**config.mk**
```make
export PLATFORM = sky130hd
export DESIGN_NAME = regxcvr8
export DESIGN_NICKNAME = d
export VERILOG_FILES = /design/src/rtl/regxcvr8.sv
export SDC_FILE = /design/constraint.sdc
export NUM_CORES = 1
export LEC_CHECK = 0
export BUFFER_PORTS_ARGS = -buffer_cell sky130_fd_sc_hd__buf_2
export CORE_ASPECT_RATIO = 1.4
export CORE_MARGIN = 3
export CORE_UTILIZATION = 36
export DETAILED_ROUTE_END_ITERATION = 12
export HOLD_SLACK_MARGIN = 0.02
export PLACE_DENSITY = 0.52
export SETUP_SLACK_MARGIN = 0.3
export SYNTH_ARGS = -nofsm -noshare
export SYNTH_HDL_FRONTEND = slang
export SYNTH_SLANG_ARGS = --single-unit
export TNS_END_PERCENT = 20
```
**constraint.sdc**
```tcl
create_clock -name clk -period 1.4 [get_ports clk]
set_clock_uncertainty 0.1 [all_clocks]
set_input_delay 0.21 -clock clk [delete_from_list [all_inputs] [get_ports clk]]
set_output_delay 0.21 -clock clk [all_outputs]
set_load 0.005 [all_outputs]
```
**src/rtl/regxcvr8.sv**
```systemverilog
module regxcvr8 #(
  parameter int W = 8
) (
  input  logic         clk,
  input  logic         rst_n,
  input  logic         clk_ab,
  input  logic         clk_ba,
  input  logic         sel_ab,
  input  logic         sel_ba,
  input  logic         en_ab,
  input  logic         en_ba_n,
  input  logic [W-1:0] a_in,
  input  logic         a_ext,
  input  logic [W-1:0] b_in,
  input  logic         b_ext,
  output logic [W-1:0] a_out,
  output logic         a_oe,
  output logic [W-1:0] b_out,
  output logic         b_oe
);

  logic [W-1:0] ab_q, ba_q, a_keep, b_keep, a_bus, b_bus;
  logic         clk_ab_d, clk_ba_d;

  assign a_bus = a_ext ? a_in : (a_oe ? a_out : a_keep);
  assign b_bus = b_ext ? b_in : (b_oe ? b_out : b_keep);

  always_ff @(posedge clk) begin
    if (!rst_n) begin
      ab_q     <= '0;
      ba_q     <= '0;
      a_keep   <= '0;
      b_keep   <= '0;
      a_out    <= '0;
      b_out    <= '0;
      a_oe     <= 1'b0;
      b_oe     <= 1'b0;
      clk_ab_d <= 1'b0;
      clk_ba_d <= 1'b0;
    end else begin
      clk_ab_d <= clk_ab;
      clk_ba_d <= clk_ba;
      if (clk_ab && !clk_ab_d) ab_q <= a_bus;
      if (clk_ba && !clk_ba_d) ba_q <= b_bus;
      a_keep <= a_bus;
      b_keep <= b_bus;
      b_oe   <= en_ab;
      a_oe   <= !en_ba_n;
      if (en_ab)    b_out <= sel_ab ? ab_q : a_bus;
      if (!en_ba_n) a_out <= sel_ba ? ba_q : b_bus;
    end
  end

endmodule


```
# Word level (Yosys, flattened, before mapping)
# Cells that the tools add are included.
[word_totals]
in_bits = 26
out_inout_bits = 18
reg_bits = 52
[op_classes]
n_mux = 6
reduce_logical = 5
[op_table]
columns = ["op", "n"]
rows = [
  ["two-way mux 8 bit", 6],
  ["zero test 1 bit", 3],
  ["logical AND 1 bit", 2],
]

# Logic depth before layout (Yosys ltp)
# Gate-level depths: netlist (run 1).
[logic_depth]
word_depth = 3
mapped_depth = 5

# Worst setup path after synthesis (run 1)
# Ideal clock, no wire load.
[synth_path]
path_type = "flip-flop to flip-flop"
start = "register a_oe"
end = "register ab_q[0]"
required_ns = 1.157
setup_slack_ns = 0.144
n_path_buf = 1
stages_incl_launch_ff = 5
arrival_time_ns = 1.013
period_less_slack_ns = 1.256
path_cell_list = "dfxtp_1 buf_6 mux2_4 o211ai_2 a21oi_2"
[synth_via]
elab_chain_cells = 2
[synth_rtl]
columns = ["item", "line_no", "rtl"]
rows = [
  ["start: declaration", "17", "output logic a_oe,"],
  ["start signal: assignment", "48", "a_oe <= !en_ba_n;"],
  ["two-way mux 8 bit (2 in a row)", "25", "assign a_bus = a_ext ? a_in : (a_oe ? a_out : a_keep);"],
  ["end signal: assignment", "43", "if (clk_ab && !clk_ab_d) ab_q <= a_bus;"],
  ["end: declaration", "22", "logic [W-1:0] ab_q, ba_q, a_keep, b_keep, a_bus, b_bus;"],
]
# Every way passes these cells.
# A chain may end at the register's enable or synchronous reset.

# Final worst setup path (run 1)
[layout_path]
start = "register b_oe"
end = "register a_out[7]"
[layout_via]
elab_chain_cells = 3
[layout_rtl]
columns = ["item", "line_no", "rtl"]
rows = [
  ["start: declaration", "19", "output logic b_oe"],
  ["start signal: assignment", "47", "b_oe <= en_ab;"],
  ["two-way mux 8 bit (2 in a row)", "26", "assign b_bus = b_ext ? b_in : (b_oe ? b_out : b_keep);"],
  ["two-way mux 8 bit", "50", "if (!en_ba_n) a_out <= sel_ba ? ba_q : b_bus;"],
  ["end signal: assignment", "50", ""],
  ["end: declaration", "16", "output logic [W-1:0] a_out,"],
]
# Every way passes these cells.

==> impl_metrics.py, run 1 <==
metrics = {
    "status": {
        "status": "completed",
    },
    "yosys": {
        "yosys_register_bits": 52,
        "yosysSeqAreaShare_pct": 41.2,
        "syn_area_um2": 2530,
        "syn_avg_cell_area_um2": 10.4,
        "syn-num-nets": 270,
        "ys_warn_count": 0,
        "synth.distinct_cells": 23,
        "netlist_instances": 244,
    },
    "worst_setup_path": {
        "rr_endpoint": "a_out[7]",
        "cp_cell_sequence": "buf_6 > mux2_4 > o21ai_4 > a21oi_2",
        "rr_worst_depth": 4,
        "arrival_ps": 1340,
        "worstPathRequired_ps": 1480,
        "cp_slowest_cell": "dfxtp_4",
        "critical_path.endpoint_type": "register",
        "r2r_slack_ps": 140,
        "start_kind": "register",
        "cp_slowest_stage_delay_ps": 360,
        "r2r_start": "b_oe",
        "worstSetupPathType": "reg2reg",
        "crit_path_max_fanout": 3,
    },
    "cts": {
        "clk_latency_ps": 300,
        "cts_buffer_depth": 2,
        "h-tree-depth": 2,
        "cts_tree": "done",
        "clock_sinks": 52,
        "cts_root_buf": "clkbuf_8",
        "holdBufCountCts": 0,
        "cts_buffers": 5,
        "cts.clk_slew.worst_paths_ps": 90,
    },
    "sta": {
        "setup_tns_ps": 0,
        "slew_headroom_pct": 72.8,
        "setup_viol_count_final": 0,
        "drv_slew": 0,
        "fin_crit_ps": 1260,
        "worst_pin_slew_ps": 403,
        "rsz0062_at_grt": "yes",
        "fmaxAchievable_mhz": 795,
        "hold_slack_ps": 27.7,
        "hold_viol_final": 0,
        "fin_crit_sh_pct": 89.9,
    },
    "layout": {
        "regArea_um2": 1050,
        "drive_gt1_share_pct": 45.0,
        "area_growth_pct": 17.8,
        "final_net_count": 317,
        "multi_input_area_um2": 1350,
        "diodes": 0,
        "nFillCells": 672,
    },
    "global_route": {
        "gr-total-overflow": 0,
        "grt_max_degree": 34,
        "grt_pass1_vias": 1887,
        "grt_pass1_wl_mm": 9.85,
        "antenna_found_initial": 0,
        "grt.total_usage_pct": 15.2,
    },
    "die": {
        "core_um2": 6700,
        "die_area_um2": 8080,
        "die_x_um": 76.8,
        "num_rows": 35,
        "fp.dieH_um": 105,
        "start_util_pct": 37.7,
        "io_pins": 44,
    },
    "min_path": {
        "holdCritStartpoint": "clk_ab",
        "hold_path_class": "in2reg",
        "hold_end": "clk_ab_d",
        "hold_depth": 2,
    },
    "placed_design": {
        "gp_congestion": 0.747,
        "io_buffers": 43,
        "dp_hpwl_mm": 4.22,
    },
    "drt": {
        "first_iter_violations": 61,
        "postRouteAntennaNets": 0,
        "routed_wirelength_mm": 5.99,
        "drcViolationCount": 0,
        "num_vias": 1857,
        "vias_per_cell": 4.85,
        "routedWlPerCell_um": 15.6,
        "first_pass_iters": 4,
    },
    "run": {
        "cap_viol_max_count": 0,
    },
    "power": {
        "total_power_mw": 3.06,
        "vdd_drop_max_mv": 0.455,
        "p_per_area_nw_per_um2": 1030,
        "leakage_nw": 1.21,
    },
}
[critical path: cells and delay by family, from the launching register on]
kind,cells,cell delay (ps)
flip-flops,1,360
multiplexers,1,320
AO/OA/AOI/OAI,2,220
buffers and inverters,1,130
[kinds of logic (layout without fill, tap and decap cells)]
family,count (synthesis),after routing,synth area share [%]
AO/OA/AOI/OAI,80,80,26.9
buffers and inverters,22,69,6.33
flip-flops,52,52,41.2
multiplexers,16,16,9.50
AND/OR/NAND/NOR,74,74,16.1
[worst max-delay path by stage]
| stage | from | endpoint | slack, ps | depth (start not counted) |
|---|---|---|---|---|
| 2_1_floorplan | a_oe | ab_q[0] | 170 | 4 |
| 3_3_place_gp | b_oe | a_out[1] | 90 | 3 |
| 6_report | b_oe | a_out[7] | 140 | 4 |
| 5_1_grt | b_oe | a_out[7] | 110 | 4 |
| 3_5_place_dp | b_oe | a_out[6] | 80 | 3 |
| 4_1_cts | b_oe | a_out[6] | 150 | 3 |
[power by group]
group | leakage, nW | internal [mW] | switching [mW]
registers | 0.432 | 1.58 | 0.0668
clock network | 0.0410 | 0.342 | 0.485
logic | 0.736 | 0.288 | 0.300
[through the flow]
stage / instances / utilization [%] / worst slack [ps] / instance area, µm²
2_1_floorplan: 244 / - / 172 / 2530
3_3_place_gp: 373 / 42.4 / 94.0 / 2840
4_1_cts: 380 / 43.6 / 149 / 2920
6_report: 383 / 44.4 / 142 / 2980
5_1_grt: 383 / 44.4 / 106 / 2980
3_5_place_dp: 373 / 42.4 / 81.4 / 2840
[timing repair]
action                                 CTS  global route
pin swaps                                0             2
cloned                                   0             0
gates resized for setup                  2             8
setup buffers                            0             3
endpoints found under the hold margin    0             0
setup endpoints to repair               66            66
[state kept, by name, indices dropped and copies added (netlist names)]
name / flops
b_out: 8
a_out: 8
clk_ab_d: 1
b_oe: 1
a_keep: 8
b_keep: 8
ab_q: 8
a_oe: 1
clk_ba_d: 1
ba_q: 8
[metal layers]
metal | vias up | global-route usage [%] | share of wire, %
met2 | 31 | 24.9 | 48
met3 | 8 | 2.84 | 3.2
met4 | 0 | 4.79 | 1.6
met5 | - | 0 | 0
li1 | 954 | - | -
met1 | 864 | 20.1 | 47
[final cells by class]
type                       count  area share, %
multi-input combinational    170           45.5
sequential                    52           35.2
timing repair buffer          60           12.6
tap                           92           3.87
clock buffer                   6           2.44
inverter                       2          0.252
clock inverter                 1          0.168
[synthesized netlist by cell type (all sizes together)]
cell type	n	share of area (%)
dfxtp	52	41
a21oi	32	8.3
o211ai	24	10
nor2	18	2.8
buf	17	5.6
mux2	16	9.5
nand2	16	2.4
o21ai	16	5.5
or2b	14	4.2
nand2b	12	3.0
nand3b	8	2.4
o311ai	8	2.8
and2	3	0.74
clkbuf	3	0.45
nor2b	3	0.74
inv	2	0.30
[placed cells by master, fill, tap and decap left out]
cell      instances
a21oi_2          14
o211ai_2         16
and2_1            3
mux2_4           16
a21oi_1          18
dfxtp_1          50
o211ai_1          8
nor2_2            1
buf_2            43
buf_4            13
nor2b_1           3
dfxtp_4           2
inv_1             2
nand2b_1         12
o21ai_4           3
nand2_1          16
nor2_1           17
o311ai_0          8
o21ai_2          13
buf_6             2
clkinv_2          1
clkbuf_8          5
nand3b_1          8
clkbuf_1          1
buf_12            2
or2b_1           14
(Power assumes the default switching activity.)
==> inputs of run 2 (changes only) <==
GPL_TIMING_DRIVEN = 1   (was not set)
SETUP_SLACK_MARGIN = not set   (was 0.3)
SLEW_MARGIN = 20   (was not set)
==> run 2 against run 1 <==
  * Sequential share of layout area about the same
  * Highest routed layer unchanged
  * First-iteration DRC count increased by 25%
  * Non-clock buffer count decreased by 1
  * Count of clock-buffer cells in the layout increased by 2
  * Clock power increased by 6.8%
  * Power increased by 1.3%
  * Utilization decreased by 0.35 points
==> impl_metrics.py, run 2 (synthesis gave the netlist of run 1 again) <==
metrics = {
    "drt": {
        "routed_wirelength_mm": 5.71,
        "first_pass_iters": 4,
        "first_iter_violations": 76,
        "postRouteAntennaNets": 0,
        "vias_per_cell": 4.88,
        "drcViolationCount": 0,
        "routedWlPerCell_um": 14.9,
        "num_vias": 1868,
    },
    "power": {
        "swShare_pct": 26.8,
        "vdd_drop_max_mv": 0.478,
        "p_per_area_nw_per_um2": 1050,
        "seqPwrFrac_pct": 52.9,
        "power.switching_mw": 0.833,
        "power_frac_clock_pct": 28.4,
        "comb_power_share_pct": 18.7,
        "intPower_mw": 2.27,
        "leakage_nw": 1.20,
    },
    "sta": {
        "hold_slack_ps": 27.1,
        "worst_pin_slew_ps": 350,
        "drv_slew": 0,
        "setup_viol_count_final": 0,
        "slew_headroom_pct": 76.7,
        "setup_slack_ps": 129,
        "hold_viol_final": 0,
        "fin_crit_sh_pct": 90.8,
        "rsz0062_at_grt": "no",
        "fin_crit_ps": 1270,
        "fmaxAchievable_mhz": 787,
        "setup_tns_ps": 0,
    },
    "die": {
        "core_um2": 6700,
        "start_util_pct": 37.7,
        "num_rows": 35,
        "fp.dieH_um": 105,
        "die_area_um2": 8080,
        "die_x_um": 76.8,
        "io_pins": 44,
    },
    "cts": {
        "clock_sinks": 52,
        "cts_root_buf": "clkbuf_8",
        "cts_tree": "done",
        "cts_buffers": 5,
        "clk_latency_ps": 300,
        "holdBufCountCts": 0,
        "h-tree-depth": 2,
        "cts_buffer_depth": 2,
        "cts.clk_slew.worst_paths_ps": 90,
        "cts_setup_buffers": 0,
        "cts_resized": 0,
    },
    "worst_setup_path": {
        "cp_slowest_stage_delay_ps": 350,
        "arrival_ps": 1350,
        "worstSetupPathType": "reg2reg",
        "crit_path_max_fanout": 5,
        "cp_cell_sequence": "buf_4 > mux2_4 > o21ai_2 > a21oi_1",
        "rr_worst_depth": 4,
        "start_kind": "register",
        "cp_slowest_cell": "dfxtp_1",
        "crit_cells": 4,
        "worstPathRequired_ps": 1480,
        "critPathBufInv": 1,
        "cp_top_family": "flip-flops",
        "r2r_slack_ps": 130,
        "critical_path.endpoint_type": "register",
    },
    "min_path": {
        "hold_depth": 2,
        "hold_path_class": "in2reg",
    },
    "global_route": {
        "gr-total-overflow": 0,
        "grt_pass1_vias": 1793,
        "grt.total_usage_pct": 14.9,
        "grt_pass1_wl_mm": 9.49,
        "grt_max_degree": 34,
        "antenna_found_initial": 0,
    },
    "status": {
        "status": "completed",
    },
    "layout": {
        "fin_util_pct": 44.1,
        "diodes": 0,
        "final_cell_mix": "52 x dfxtp_1, 43 x buf_2, 19 x a21oi_1",
        "area_growth_pct": 16.8,
        "final_net_count": 316,
        "final_common_cell": "dfxtp_1",
        "drive_gt1_share_pct": 43.6,
        "nFillCells": 668,
        "regArea_um2": 1040,
        "multi_input_area_um2": 1330,
    },
    "placed_design": {
        "gp_congestion": 0.723,
        "dp_hpwl_mm": 4.18,
        "place_ws_ps": 147,
        "io_buffers": 43,
    },
    "run": {
        "cap_viol_max_count": 0,
    },
}
## run 2: cell types whose count changed in the layout (fill, tap and decap cells not counted), sizes merged
cell | previous run | this run
clkbuf | 6 | 8
clkinv | 1 | 0
buf | 60 | 59
## run 2: power groups by stage
stage | Combinational, mW | Sequential [mW] | Clock, mW
global route | 0.641 | 1.66 | 0.972
finish | 0.580 | 1.64 | 0.883
floorplan | 0.421 | 1.66 | 0
global placement | 0.582 | 1.67 | 0
CTS | 0.588 | 1.64 | 0.915
detailed placement | 0.583 | 1.68 | 0
## run 2: metal layers
layer / wire (µm) / track usage [%] / vias to the layer above / part of all wire, %
li1: - / - / 955 / -
met2: 2800 / 24.4 / 32 / 49
met5: 0 / 0 / - / 0
met3: 193 / 2.67 / 7 / 3.4
met1: 2630 / 19.6 / 874 / 46
met4: 90 / 4.92 / 0 / 1.6
## run 2: worst paths after layout
| path | end | start |
|---|---|---|
| worst max-delay path | a_out[2] | b_oe |
| worst min-delay path | clk_ab_d | clk_ab |
| worst max register to register | a_out[2] | b_oe |
| worst min register to register | ab_q[7] | ab_q[7] |
## run 2: through the flow
step           total power [mW]  cells  cell area, µm²
3_5_place_dp               2.26    375            2860
4_1_cts                    3.14    383            2950
5_1_grt                    3.27    383            2950
3_3_place_gp               2.26    375            2860
6_report                   3.10    383            2950
2_1_floorplan              2.08    244            2530
## run 2: area by class of cell
cell class                      instances  area share, %
Sequential cell                        52           35.2
Inverter                                2          0.254
Multi-Input combinational cell        170           44.9
Clock buffer                            8           3.05
Timing Repair Buffer                   59           12.6
Tap cell                               92           3.90
==> inputs of run 3 (changes only) <==
CORE_UTILIZATION = 30   (was 36)
PLACE_DENSITY = 0.45   (was 0.52)
SETUP_SLACK_MARGIN = 0.5   (was not set)
==> run 3 against run 2 <==
  * Clock power grew 35%
  * Die area grew 19%
  * Sequential power about the same
==> impl_metrics.py, run 3 (synthesis gave the netlist of run 1 again) <==
metrics = {
    "min_path": {
        "hold_path_class": "in2reg",
    },
    "global_route": {
        "grt.total_usage_pct": 13.3,
        "grt_pass1_wl_mm": 9.90,
        "antenna_found_initial": 0,
        "grt_pass1_vias": 1841,
        "gr-total-overflow": 0,
        "grt_max_degree": 34,
    },
    "worst_setup_path": {
        "crit_path_max_fanout": 5,
        "start_kind": "register",
        "worstPathRequired_ps": 1480,
        "worstSetupPathType": "reg2reg",
        "critical_path.endpoint_type": "register",
        "cp_slowest_stage_delay_ps": 350,
        "cp_top_family": "flip-flops",
        "cp_slowest_cell": "dfxtp_4",
        "cp_cell_sequence": "buf_12 > mux2_4 > o211ai_2 > a21oi_2",
        "critPathBufInv": 1,
        "arrival_ps": 1330,
    },
    "placed_design": {
        "placed_area_um2": 2820,
        "io_buffers": 43,
        "gp_congestion": 0.732,
        "dp_hpwl_mm": 4.43,
    },
    "cts": {
        "clock_sinks": 52,
        "cts_buffers": 5,
        "cts.clk_slew.worst_paths_ps": 70,
        "clk_latency_ps": 290,
        "cts_tree": "done",
        "cts_root_buf": "clkbuf_16",
        "h-tree-depth": 2,
        "cts_buffer_depth": 2,
    },
    "drt": {
        "first_pass_iters": 4,
        "num_vias": 1880,
        "first_iter_violations": 58,
        "vias_per_cell": 4.85,
        "routed_wirelength_mm": 6.15,
        "postRouteAntennaNets": 0,
        "drcViolationCount": 0,
        "routedWlPerCell_um": 15.8,
    },
    "sta": {
        "drv_slew": 0,
        "fmaxAchievable_mhz": 804,
        "hold_slack_ps": 40.6,
        "hold_viol_final": 0,
        "setup_viol_count_final": 0,
        "fin_crit_sh_pct": 88.9,
        "setup_tns_ps": 0,
        "fin_crit_ps": 1240,
        "slew_headroom_pct": 71.2,
        "worst_pin_slew_ps": 432,
        "rsz0062_at_grt": "yes",
    },
    "layout": {
        "area_growth_pct": 18.9,
        "diodes": 0,
        "multi_input_area_um2": 1340,
        "final_net_count": 312,
        "stdcell_area_um2": 3010,
        "regArea_um2": 1050,
        "final_cell_mix": "50 x dfxtp_1, 43 x buf_2, 19 x a21oi_1",
        "drive_gt1_share_pct": 43.7,
        "nFillCells": 863,
        "final_common_cell": "dfxtp_1",
    },
    "run": {
        "cap_viol_max_count": 0,
    },
    "die": {
        "core_um2": 8200,
        "die_x_um": 83.6,
        "start_util_pct": 30.8,
        "fp.dieH_um": 115,
        "io_pins": 44,
        "num_rows": 39,
        "die_area_um2": 9580,
    },
    "power": {
        "p_per_area_nw_per_um2": 1140,
        "leakage_nw": 1.21,
        "vdd_drop_max_mv": 0.476,
    },
    "status": {
        "status": "completed",
    },
}
## run 3: worst paths after layout
check	startpoint	endpoint	slack (ps)	cells past startpoint
worst max-delay path	a_oe	ab_q[3]	160	4
worst min-delay path	clk_ab	clk_ab_d	40	2
worst min register to register	ab_q[7]	ab_q[7]	350	2
worst max register to register	a_oe	ab_q[3]	160	4
## run 3: layout make-up
cell class                      instances  share of cell area [%]
Clock buffer                            6                    4.29
Clock inverter                          1                   0.166
Inverter                                2                   0.250
Multi-Input combinational cell        170                    44.7
Sequential cell                        52                    34.9
Tap cell                              102                    4.24
Timing Repair Buffer                   55                    11.5
## run 3: per-layer routing
metal | vias up | GRT usage [%] | wire, µm | share of wire [%]
li1 | 950 | - | - | -
met1 | 883 | 16.5 | 2740 | 45
met2 | 42 | 22.9 | 3110 | 51
met3 | 5 | 2.81 | 234 | 3.8
met4 | 0 | 4.40 | 57 | 0.93
met5 | - | 0 | 0 | 0
## run 3: through the flow
step | utilization (%) | instances | setup slack (ps) | power (mW)
after global routing | 36.7 | 388 | 117 | 3.60
after detailed placement | 34.4 | 379 | 99.5 | 2.25
after floorplan | - | 244 | 172 | 2.08
after global placement | 34.4 | 379 | 106 | 2.25
after CTS | 36.1 | 386 | 162 | 3.45
final | 36.7 | 388 | 156 | 3.42
## run 3: worst reg2reg max path, cell delays in order, from the launching register on
cell and delay [ps]:
dfxtp_4 350, buf_12 130, mux2_4 310, o211ai_2 160, a21oi_2 70
## run 3: repair_timing
action	in CTS	in global routing
hold buffers	0	0
buffers inserted	0	2
resized for setup	2	4
hold endpoints to repair	0	0
setup endpoints to repair	66	66
## run 3: power by group
group | leakage (nW) | internal (mW) | switching (mW)
clock | 0.0667 | 0.652 | 0.537
combinational | 0.713 | 0.280 | 0.299
sequential | 0.432 | 1.58 | 0.0644
